[src/rtl/sram_ctrl_pkg.sv]
package sram_ctrl_pkg;
  typedef enum logic [2:0] {
    ST_IDLE,
    ST_RD,
    ST_WR_SETUP,
    ST_WR_PULSE,
    ST_WR_HOLD
  } seq_state_t;
endpackage

[src/rtl/sram_seq.sv]
module sram_seq
  import sram_ctrl_pkg::*;
#(
  parameter int WAIT_CYC = 2
) (
  input  logic       clk,
  input  logic       rst_n,
  input  logic       go,
  input  logic       go_wr,
  output seq_state_t st,
  output logic       rd_last
);
  localparam int CNT_W = (WAIT_CYC > 1) ? $clog2(WAIT_CYC) : 1;
  localparam logic [CNT_W-1:0] LOAD = CNT_W'(WAIT_CYC - 1);

  logic [CNT_W-1:0] cnt;

  always_ff @(posedge clk or negedge rst_n) begin
    if (!rst_n) begin
      st  <= ST_IDLE;
      cnt <= '0;
    end else begin
      case (st)
        ST_IDLE: if (go) begin
          st  <= go_wr ? ST_WR_SETUP : ST_RD;
          cnt <= LOAD;
        end
        ST_RD: begin
          if (cnt == '0) st <= ST_IDLE;
          else cnt <= cnt - 1'b1;
        end
        ST_WR_SETUP: begin
          st  <= ST_WR_PULSE;
          cnt <= LOAD;
        end
        ST_WR_PULSE: begin
          if (cnt == '0) st <= ST_WR_HOLD;
          else cnt <= cnt - 1'b1;
        end
        default: st <= ST_IDLE;
      endcase
    end
  end

  assign rd_last = (st == ST_RD) && (cnt == '0);

  // the strobe phase is always entered from the setup phase
  assert_setup_before_strobe_R5: assert property (@(posedge clk) disable iff (!rst_n)
    $rose(st == ST_WR_PULSE) |-> $past(st == ST_WR_SETUP));
  // the hold phase always follows the strobe phase
  assert_hold_after_strobe_R5: assert property (@(posedge clk) disable iff (!rst_n)
    (st == ST_WR_HOLD) |-> $past(st == ST_WR_PULSE));
endmodule

[src/rtl/sram_lane.sv]
module sram_lane
  import sram_ctrl_pkg::*;
#(
  parameter int LANE_W = 8
) (
  input  logic              clk,
  input  logic              rst_n,
  input  seq_state_t        st,
  input  logic              en,
  input  logic              sample,
  input  logic [LANE_W-1:0] wdata,
  input  logic [LANE_W-1:0] dq_i,
  output logic              sel_n,
  output logic [LANE_W-1:0] dq_o,
  output logic              dq_oe,
  output logic [LANE_W-1:0] rdata
);
  assign sel_n = !(en && (st != ST_IDLE));
  assign dq_oe = en && (st == ST_WR_PULSE);
  assign dq_o  = wdata;

  always_ff @(posedge clk or negedge rst_n) begin
    if (!rst_n) rdata <= '0;
    else if (sample) rdata <= en ? dq_i : '0;
  end

  // a lane not enabled always returns zero
  assert_masked_lane_zero_R3: assert property (@(posedge clk) disable iff (!rst_n)
    (sample && !en) |=> (rdata == '0));
endmodule

[src/rtl/sram_ctrl.sv]
module sram_ctrl
  import sram_ctrl_pkg::*;
#(
  parameter int ADDR_W   = 18,
  parameter int DATA_W   = 16,
  parameter int WAIT_CYC = 2
) (
  input  logic              clk,
  input  logic              rst_n,
  input  logic              req_valid,
  output logic              req_ready,
  input  logic              req_write,
  input  logic [ADDR_W-1:0] req_addr,
  input  logic [DATA_W-1:0] req_wdata,
  input  logic [DATA_W/8-1:0] req_be,
  output logic              rsp_valid,
  output logic [DATA_W-1:0] rsp_rdata,
  output logic [ADDR_W-1:0] mem_addr,
  output logic              mem_ce_n,
  output logic              mem_oe_n,
  output logic              mem_we_n,
  output logic              mem_lb_n,
  output logic              mem_ub_n,
  output logic [DATA_W-1:0] mem_dq_o,
  output logic [DATA_W/8-1:0] mem_dq_oe,
  input  logic [DATA_W-1:0] mem_dq_i
);
  localparam int LANES = DATA_W / 8;
  localparam int RUN_W = $clog2(WAIT_CYC + 2);

  seq_state_t        st;
  logic              rd_last;
  logic              go;
  logic [ADDR_W-1:0] addr_q;
  logic [DATA_W-1:0] wdata_q;
  logic [LANES-1:0]  be_q;
  logic [LANES-1:0]  sel_n;

  assign req_ready = (st == ST_IDLE);
  assign go        = req_valid && req_ready;

  always_ff @(posedge clk or negedge rst_n) begin
    if (!rst_n) begin
      addr_q    <= '0;
      wdata_q   <= '0;
      be_q      <= '0;
      rsp_valid <= 1'b0;
    end else begin
      rsp_valid <= rd_last;
      if (go) begin
        addr_q  <= req_addr;
        wdata_q <= req_wdata;
        be_q    <= req_be;
      end
    end
  end

  sram_seq #(.WAIT_CYC(WAIT_CYC)) u_seq (
    .clk(clk), .rst_n(rst_n), .go(go), .go_wr(req_write),
    .st(st), .rd_last(rd_last)
  );

  for (genvar g = 0; g < LANES; g++) begin : g_lane
    sram_lane #(.LANE_W(8)) u_lane (
      .clk(clk), .rst_n(rst_n), .st(st), .en(be_q[g]), .sample(rd_last),
      .wdata(wdata_q[8*g +: 8]), .dq_i(mem_dq_i[8*g +: 8]),
      .sel_n(sel_n[g]), .dq_o(mem_dq_o[8*g +: 8]), .dq_oe(mem_dq_oe[g]),
      .rdata(rsp_rdata[8*g +: 8])
    );
  end

  assign mem_addr = addr_q;
  assign mem_ce_n = (st == ST_IDLE);
  assign mem_oe_n = (st != ST_RD);
  assign mem_we_n = (st != ST_WR_PULSE);
  assign mem_lb_n = sel_n[0];
  assign mem_ub_n = sel_n[LANES-1];

  // checker counters for the strobe lengths
  logic [RUN_W-1:0] rd_run, wr_run;
  always_ff @(posedge clk or negedge rst_n) begin
    if (!rst_n) begin
      rd_run <= '0;
      wr_run <= '0;
    end else begin
      rd_run <= mem_oe_n ? '0 : rd_run + 1'b1;
      wr_run <= mem_we_n ? '0 : wr_run + 1'b1;
    end
  end

  assert_ready_drops_R1: assert property (@(posedge clk) disable iff (!rst_n)
    (req_valid && req_ready) |=> !req_ready);
  assert_read_len_R2: assert property (@(posedge clk) disable iff (!rst_n)
    rsp_valid |-> (rd_run == RUN_W'(WAIT_CYC)));
  assert_rsp_single_R3: assert property (@(posedge clk) disable iff (!rst_n)
    rsp_valid |=> !rsp_valid);
  assert_write_len_R5: assert property (@(posedge clk) disable iff (!rst_n)
    $rose(mem_we_n) |-> (wr_run == RUN_W'(WAIT_CYC)));
  assert_write_hold_R5: assert property (@(posedge clk) disable iff (!rst_n)
    $rose(mem_we_n) |-> (!mem_ce_n && $stable(mem_addr) && $stable(mem_lb_n) && $stable(mem_ub_n)));
  assert_lane_drive_R6: assert property (@(posedge clk) disable iff (!rst_n)
    (mem_dq_oe != '0) |-> (!mem_we_n && ((mem_dq_oe & sel_n) == '0)));
  assert_idle_quiet_R7: assert property (@(posedge clk) disable iff (!rst_n)
    mem_ce_n |-> (mem_oe_n && mem_we_n && (mem_dq_oe == '0)));
  assert_no_overlap_R8: assert property (@(posedge clk) disable iff (!rst_n)
    !mem_oe_n |-> (mem_we_n && (mem_dq_oe == '0)));
  assert_turnaround_R8: assert property (@(posedge clk) disable iff (!rst_n)
    $rose(mem_dq_oe != '0) |-> $past(mem_oe_n));
endmodule

[config.mk]
export PLATFORM = sky130hd
export DESIGN_NAME = sram_ctrl
export DESIGN_NICKNAME = d
export VERILOG_FILES = /design/src/rtl/sram_ctrl_pkg.sv /design/src/rtl/sram_seq.sv /design/src/rtl/sram_lane.sv /design/src/rtl/sram_ctrl.sv
export SDC_FILE = /design/constraint.sdc
export NUM_CORES = 1
export LEC_CHECK = 0
export CORE_MARGIN = 4
export CORE_UTILIZATION = 38
export DETAILED_ROUTE_END_ITERATION = 16
export PLACE_DENSITY = 0.77
export SLEW_MARGIN = 20
export SYNTH_ARGS = -nofsm -noshare
export SYNTH_HDL_FRONTEND = slang
export SYNTH_HIERARCHICAL = 1
export SYNTH_SLANG_ARGS = --single-unit
[constraint.sdc]
create_clock -name clk -period 1.6 [get_ports clk]
set_input_delay 0.4 -clock clk [delete_from_list [all_inputs] [get_ports clk]]
set_output_delay 0.4 -clock clk [all_outputs]
set_load 0.05 [all_outputs]
==> impl_metrics.json, run 1 <==
{
  "status": "complete, but fails checks",
  "violations": "setup timing",
  "synth_mux_area_frac": 0.1968,
  "power.density_nw_per_um2": 2793,
  "grt_usage": 0.1653,
  "hold_viol": 0,
  "drc": 0,
  "dieArea_um2": 8266,
  "yosysTopAreaCellShare": 0.5460,
  "whs_ns": 0.06516,
  "skew_ns": 0.004907,
  "numCtsBuffers": 9,
  "switching_share": 0.4084,
  "synth_commonest_cells": "dfrtp_1, mux2_4, buf_4, inv_1",
  "crit_chain": "buf_12 > nor3_4 > buf_12",
  "grt_pass1_vias": 2061,
  "synth_ff_type": "dfrtp_1",
  "synth_top_family_by_area": "multiplexers",
  "synth.avg_cell_area_um2": 13.90,
  "synth_compound_area_frac": 0.05508,
  "required_ns": 1.20,
  "yosysTopAreaCell": "dfrtp_1",
  "synth_most_common_cell": "dfrtp_1",
  "synth_xor_area_frac": 0,
  "clock-root-buffer": "clkbuf_8",
  "postLayoutCoreUtil": 0.7686,
  "vias": 1907,
  "yosys.area_share.adder": 0,
  "ys_ff_latch": 57,
  "rows": 29,
  "synth-edff-count": 0,
  "drv_cap": 0,
  "htree_levels": 3,
  "internal_power_mw": 8.248,
  "finalCritPeriodShare": 1.122,
  "endpoint": "req_ready",
  "die_w_um": 90.92,
  "cp.depth": 3,
  "clock_latency_ns": 0.33,
  "fp.dieH_um": 90.92,
  "synth-simple-area-share": 0.08238,
  "ioPinCount": 115,
  "syn_inst": 188,
  "layout-drive-gt1-share": 0.4969,
  "nets": 375,
  "synthArstFlopShare": 1.000,
  "cpMostUsedCell": "buf_12",
  "regArea_um2": 1428,
  "cts_buffer_depth": 2,
  "cts_tree": "built",
  "crit_family": "flip-flops",
  "worst-r2r-cell-count": 6,
  "grt_max_degree": 58,
  "gp_congestion": 0.6809,
  "syn_area_um2": 2613,
  "power_frac_clock": 0.134,
  "slowest_stage": "dfrtp_1",
  "fillers": 362,
  "cp-start-kind": "flop",
  "first_iter_violations": 39,
  "dp_hpwl_um": 4673,
  "clock_sinks": 57,
  "syn_nets": 244,
  "max_stage_delay_ns": 0.41,
  "final-max-slew-violation-count": 0,
  "worstSetupPathType": "reg2out",
  "max_freq_mhz": 557.2,
  "ff2ff_setup_slack_ns": -0.06,
  "diodes": 0,
  "initial_core_util": 0.4022,
  "synth-warning-count": 6,
  "setup_viol": 45,
  "report.power.total_mw": 13.94,
  "endpoint_kind": "output port",
  "worstPathArrival_ns": 1.39,
  "crit_buf_inv": 2,
  "final.setup.worst_slack_ns": -0.1946,
  "maxSlewHeadroom": 0.7791,
  "hp-class": "in2async",
  "path_max_fanout": 8,
  "vias_per_cell": 4.756,
  "antenna_found_initial": 0,
  "synthTopCellsByArea": "dfrtp_1, mux2_4, buf_4, mux2_2, inv_1",
  "routed_wl_um": 7065,
  "post-place-ws_ns": -0.3421,
  "ant_nets": 0,
  "wl_per_cell_um": 17.62,
  "synthDistinctLibCells": 27,
  "port_buffers": 114,
  "core_area_um2": 6495,
  "p_sw_mw": 5.694,
  "rr_endpoint": "wdata_q[2]",
  "tightest_slew_ns": 0.3302,
  "cts_hold_buf": 0,
  "rsz0062_at_grt": "yes",
  "grt_first_pass_wirelength_um": 10690,
  "seqPwrFrac": 0.216,
  "fin_setup_tns_ns": -2.192,
  "ir_drop_mv": 1.724,
  "ys_seq_area_frac": 0.5460,
  "area_growth_pct": 91.09,
  "cts.clk_slew.worst_paths_ns": 0.07,
  "multiInputGateArea_um2": 963.4,
  "overflow": 0,
  "power_frac_comb": 0.650,
  "r2r_start": "u_seq/st[1]",
  "p_leak_nw": 2.238,
  "startpoint": "u_seq/st[2]",
  "first_pass_iters": 4,
  "period_needed_ns": 1.795
}
cells in the final DEF (no fill, tap or decap), types with 9 or more instances in the layout:
| cell type | n |
|---|---|
| mux2_4 | 36 |
| buf_6 | 10 |
| clkbuf_8 | 11 |
| o21ai_0 | 9 |
| dfrtp_1 | 56 |
| clkdlybuf4s50_1 | 54 |
| buf_4 | 9 |
| inv_1 | 17 |
| buf_12 | 64 |
| nand3_1 | 12 |
cell type report:
type | instances | area share
inverters | 17 | 0.01278
multi-input cells | 89 | 0.1930
flip-flops and latches | 57 | 0.2860
repair buffers | 145 | 0.4336
well taps | 77 | 0.01930
clock inverters | 5 | 0.02506
clock buffers | 11 | 0.03033
how the worst min path moves through the flow:
stage,slack (ns),start,endpoint,cells after the start
6_report,0.07,rst_n,mem_addr[1],2
3_3_place_gp,0.42,rst_n,wdata_q[9],2
5_1_grt,0.07,rst_n,mem_addr[1],2
4_1_cts,0.06,rst_n,mem_addr[1],2
2_1_floorplan,0.10,rst_n,be_q[0],0
3_5_place_dp,0.43,rst_n,mem_addr[1],2
state kept, by name (all words and copies together) (netlist names):
register             flops
mem_addr                18
u_seq/st                 3
be_q                     2
rsp_valid                1
wdata_q                 16
u_seq/cnt                1
g_lane.u_lane/rdata     16
power by group through the flow:
| stage | combinational (mW) | clock [mW] | sequential, mW |
|---|---|---|---|
| 2_1_floorplan | 3.26 | 0 | 4.22 |
| 4_1_cts | 8.63 | 1.90 | 3.02 |
| 3_5_place_dp | 8.28 | 0 | 3.04 |
| 5_1_grt | 9.36 | 1.96 | 3.10 |
| 6_report | 9.06 | 1.86 | 3.02 |
| 3_3_place_gp | 8.17 | 0 | 3.00 |
per-layer routing:
metal  up-vias  GRT usage  share of wire
li1        885          -              -
met1       935     0.1942           0.39
met2        81     0.2668           0.52
met3         6    0.08333          0.088
met4         0    0.04899         0.0086
met5         -          0              0
what timing repair did:
| action | CTS | global route |
|---|---|---|
| gates resized for setup | 14 | 17 |
| pin swaps | 3 | 4 |
| cloned | 1 | 5 |
| hold endpoints to repair | 0 | 0 |
| buffers inserted | 6 | 5 |
| endpoints found under the setup margin | 9 | 56 |
cell families (layout without fill, tap and decap cells):
logic type             after synthesis  after routing
flip-flops                          57             57
buffers and inverters               42            178
AND/OR/NAND/NOR                     31             31
AO/OA/AOI/OAI                       22             22
multiplexers                        36             36
metrics by stage:
stage,cells,instance area (µm²)
CTS,391,4796
detailed placement,368,4379
floorplan,188,2641
global placement,368,4379
global route,401,4992
finish,401,4992
Note: power is estimated with default switching activity, not from simulation.
==> inputs of run 2 (changes only) <==
- SETUP_SLACK_MARGIN: default -> 0.1
==> run 2 against run 1 <==
Effect of this change: the run still ends with setup timing left; worst setup slack gained 0.037 ns; first-iteration DRC count fell by 7.7%; sequential cell count unchanged; combinational power grew 2.8%; power down 2.3%; register-to-register slack lost 0.04 ns; critical path type unchanged; largest power group unchanged.
==> impl_metrics.json, run 2 (synthesis results as in run 1) <==
{
  "status": "complete, but fails checks",
  "final.setup.worst_slack_ns": -0.1573,
  "ant_nets": 0,
  "overflow": 0,
  "die_w_um": 90.92,
  "rsz0062_at_grt": "yes",
  "vias": 1943,
  "whs_ns": 0.07217,
  "grt_usage": 0.1767,
  "grt_max_degree": 58,
  "diodes": 0,
  "fp.dieH_um": 90.92,
  "ff2ff_setup_slack_ns": -0.10,
  "cts.clk_slew.worst_paths_ns": 0.06,
  "worstPathArrival_ns": 1.36,
  "setup_viol": 57,
  "first_pass_iters": 4,
  "rr_endpoint": "g_lane[1].u_lane/rdata[4]",
  "layout.cells.most_common": "buf_12",
  "vias_per_cell": 4.821,
  "post-place-ws_ns": -0.3101,
  "largest_reg_flops": 18,
  "drc": 0,
  "r2r_start": "u_seq/st[0]",
  "clock-root-buffer": "clkbuf_8",
  "htree_levels": 3,
  "placed_cells_incl_taps": 370,
  "dieArea_um2": 8266,
  "skew_ns": 0.004974,
  "endpoint_kind": "output port",
  "violations": "setup timing",
  "drv_cap": 0,
  "routed_wl_um": 7174,
  "p_leak_nw": 2.222,
  "grt_first_pass_wirelength_um": 11410,
  "period_needed_ns": 1.757,
  "postLayoutCoreUtil": 0.7636,
  "worstSetupPathType": "reg2out",
  "final_cell_count_no_fill": 403,
  "fin_setup_tns_ns": -2.835,
  "hp-class": "in2async",
  "tightest_slew_ns": 0.3037,
  "grt_pass1_vias": 2180,
  "path_max_fanout": 7,
  "first_iter_violations": 36,
  "layout_common_cells": "buf_12, dfrtp_1, clkdlybuf4s50_1",
  "max_freq_mhz": 569.1,
  "dp_hpwl_um": 4960,
  "wl_per_cell_um": 17.80,
  "hold_viol": 0,
  "required_ns": 1.20,
  "finalCritPeriodShare": 1.098,
  "port_buffers": 114,
  "worst-r2r-cell-count": 9,
  "final-max-slew-violation-count": 0,
  "antenna_found_initial": 0,
  "clock_latency_ns": 0.32,
  "area_growth_pct": 89.85,
  "cts_tree": "built",
  "numCtsBuffers": 9,
  "cp-start-kind": "flop",
  "ioPinCount": 115,
  "core_area_um2": 6495,
  "clock_sinks": 57,
  "cts_buffer_depth": 2,
  "gp_congestion": 0.7169,
  "power.density_nw_per_um2": 2746,
  "nets": 377,
  "rows": 29,
  "layout-drive-gt1-share": 0.5092,
  "ir_drop_mv": 1.483,
  "maxSlewHeadroom": 0.7975,
  "initial_core_util": 0.4022
}
[run 2: cell types whose count changed in the layout (fill, tap and decap cells not counted), moves of 2 or more]
cell and change:
buf_16 +2, bufinv_16 -4, o21ai_1 +9, clkbuf_8 +2
o21ai_0 -9, dfrtp_1 -2, clkbuf_16 -4, dfrtp_2 +2
[run 2: what timing repair did]
action	CTS	global route
hold buffers	0	0
setup buffers	11	2
gates resized for setup	20	12
endpoints found under the setup margin	58	63
gates cloned	4	0
pin swaps	6	7
[run 2: critical path, stage by stage (launching register included)]
cell and delay, ns:
dfrtp_2 0.43, buf_8 0.15, nor3_4 0.28, buf_12 0.18
[run 2: cell type report]
| class | instances | area (µm²) |
|---|---|---|
| repair buffers | 147 | 2198 |
| clock buffers | 14 | 182.7 |
| inverters | 17 | 63.81 |
| well taps | 77 | 96.34 |
| fillers | 397 | 1535 |
| flip-flops and latches | 57 | 1430 |
| multi-input cells | 89 | 978.4 |
| clock inverters | 2 | 10.01 |
[run 2: power breakdown]
part           internal, mW  switching (mW)  total [mW]
combinational          4.96            4.35        9.31
sequential             2.19           0.849        3.04
clock                 0.727           0.544        1.27
[run 2: layer usage]
layer	wire length, µm	global-route usage	vias to the layer above
met5	0	0	-
met4	167	0.07412	0
met3	511	0.05167	14
met1	2742	0.2018	952
met2	3753	0.3088	83
li1	-	-	894
[run 2: worst max-delay path by stage]
stage / from / to / depth (start not counted)
floorplan: u_seq/st[2] / req_ready / 2
global placement: req_valid / mem_addr[4] / 5
detailed placement: req_valid / wdata_q[15] / 5
CTS: u_seq/st[0] / mem_ce_n / 3
global route: u_seq/st[0] / req_ready / 3
finish: u_seq/st[0] / mem_ce_n / 3
[run 2: per-stage QoR]
step	instance area, µm²	power, mW
finish	4960	13.62
global route	4960	14.13
CTS	4896	13.54
detailed placement	4427	11.51
global placement	4427	11.31
floorplan	2665	7.589
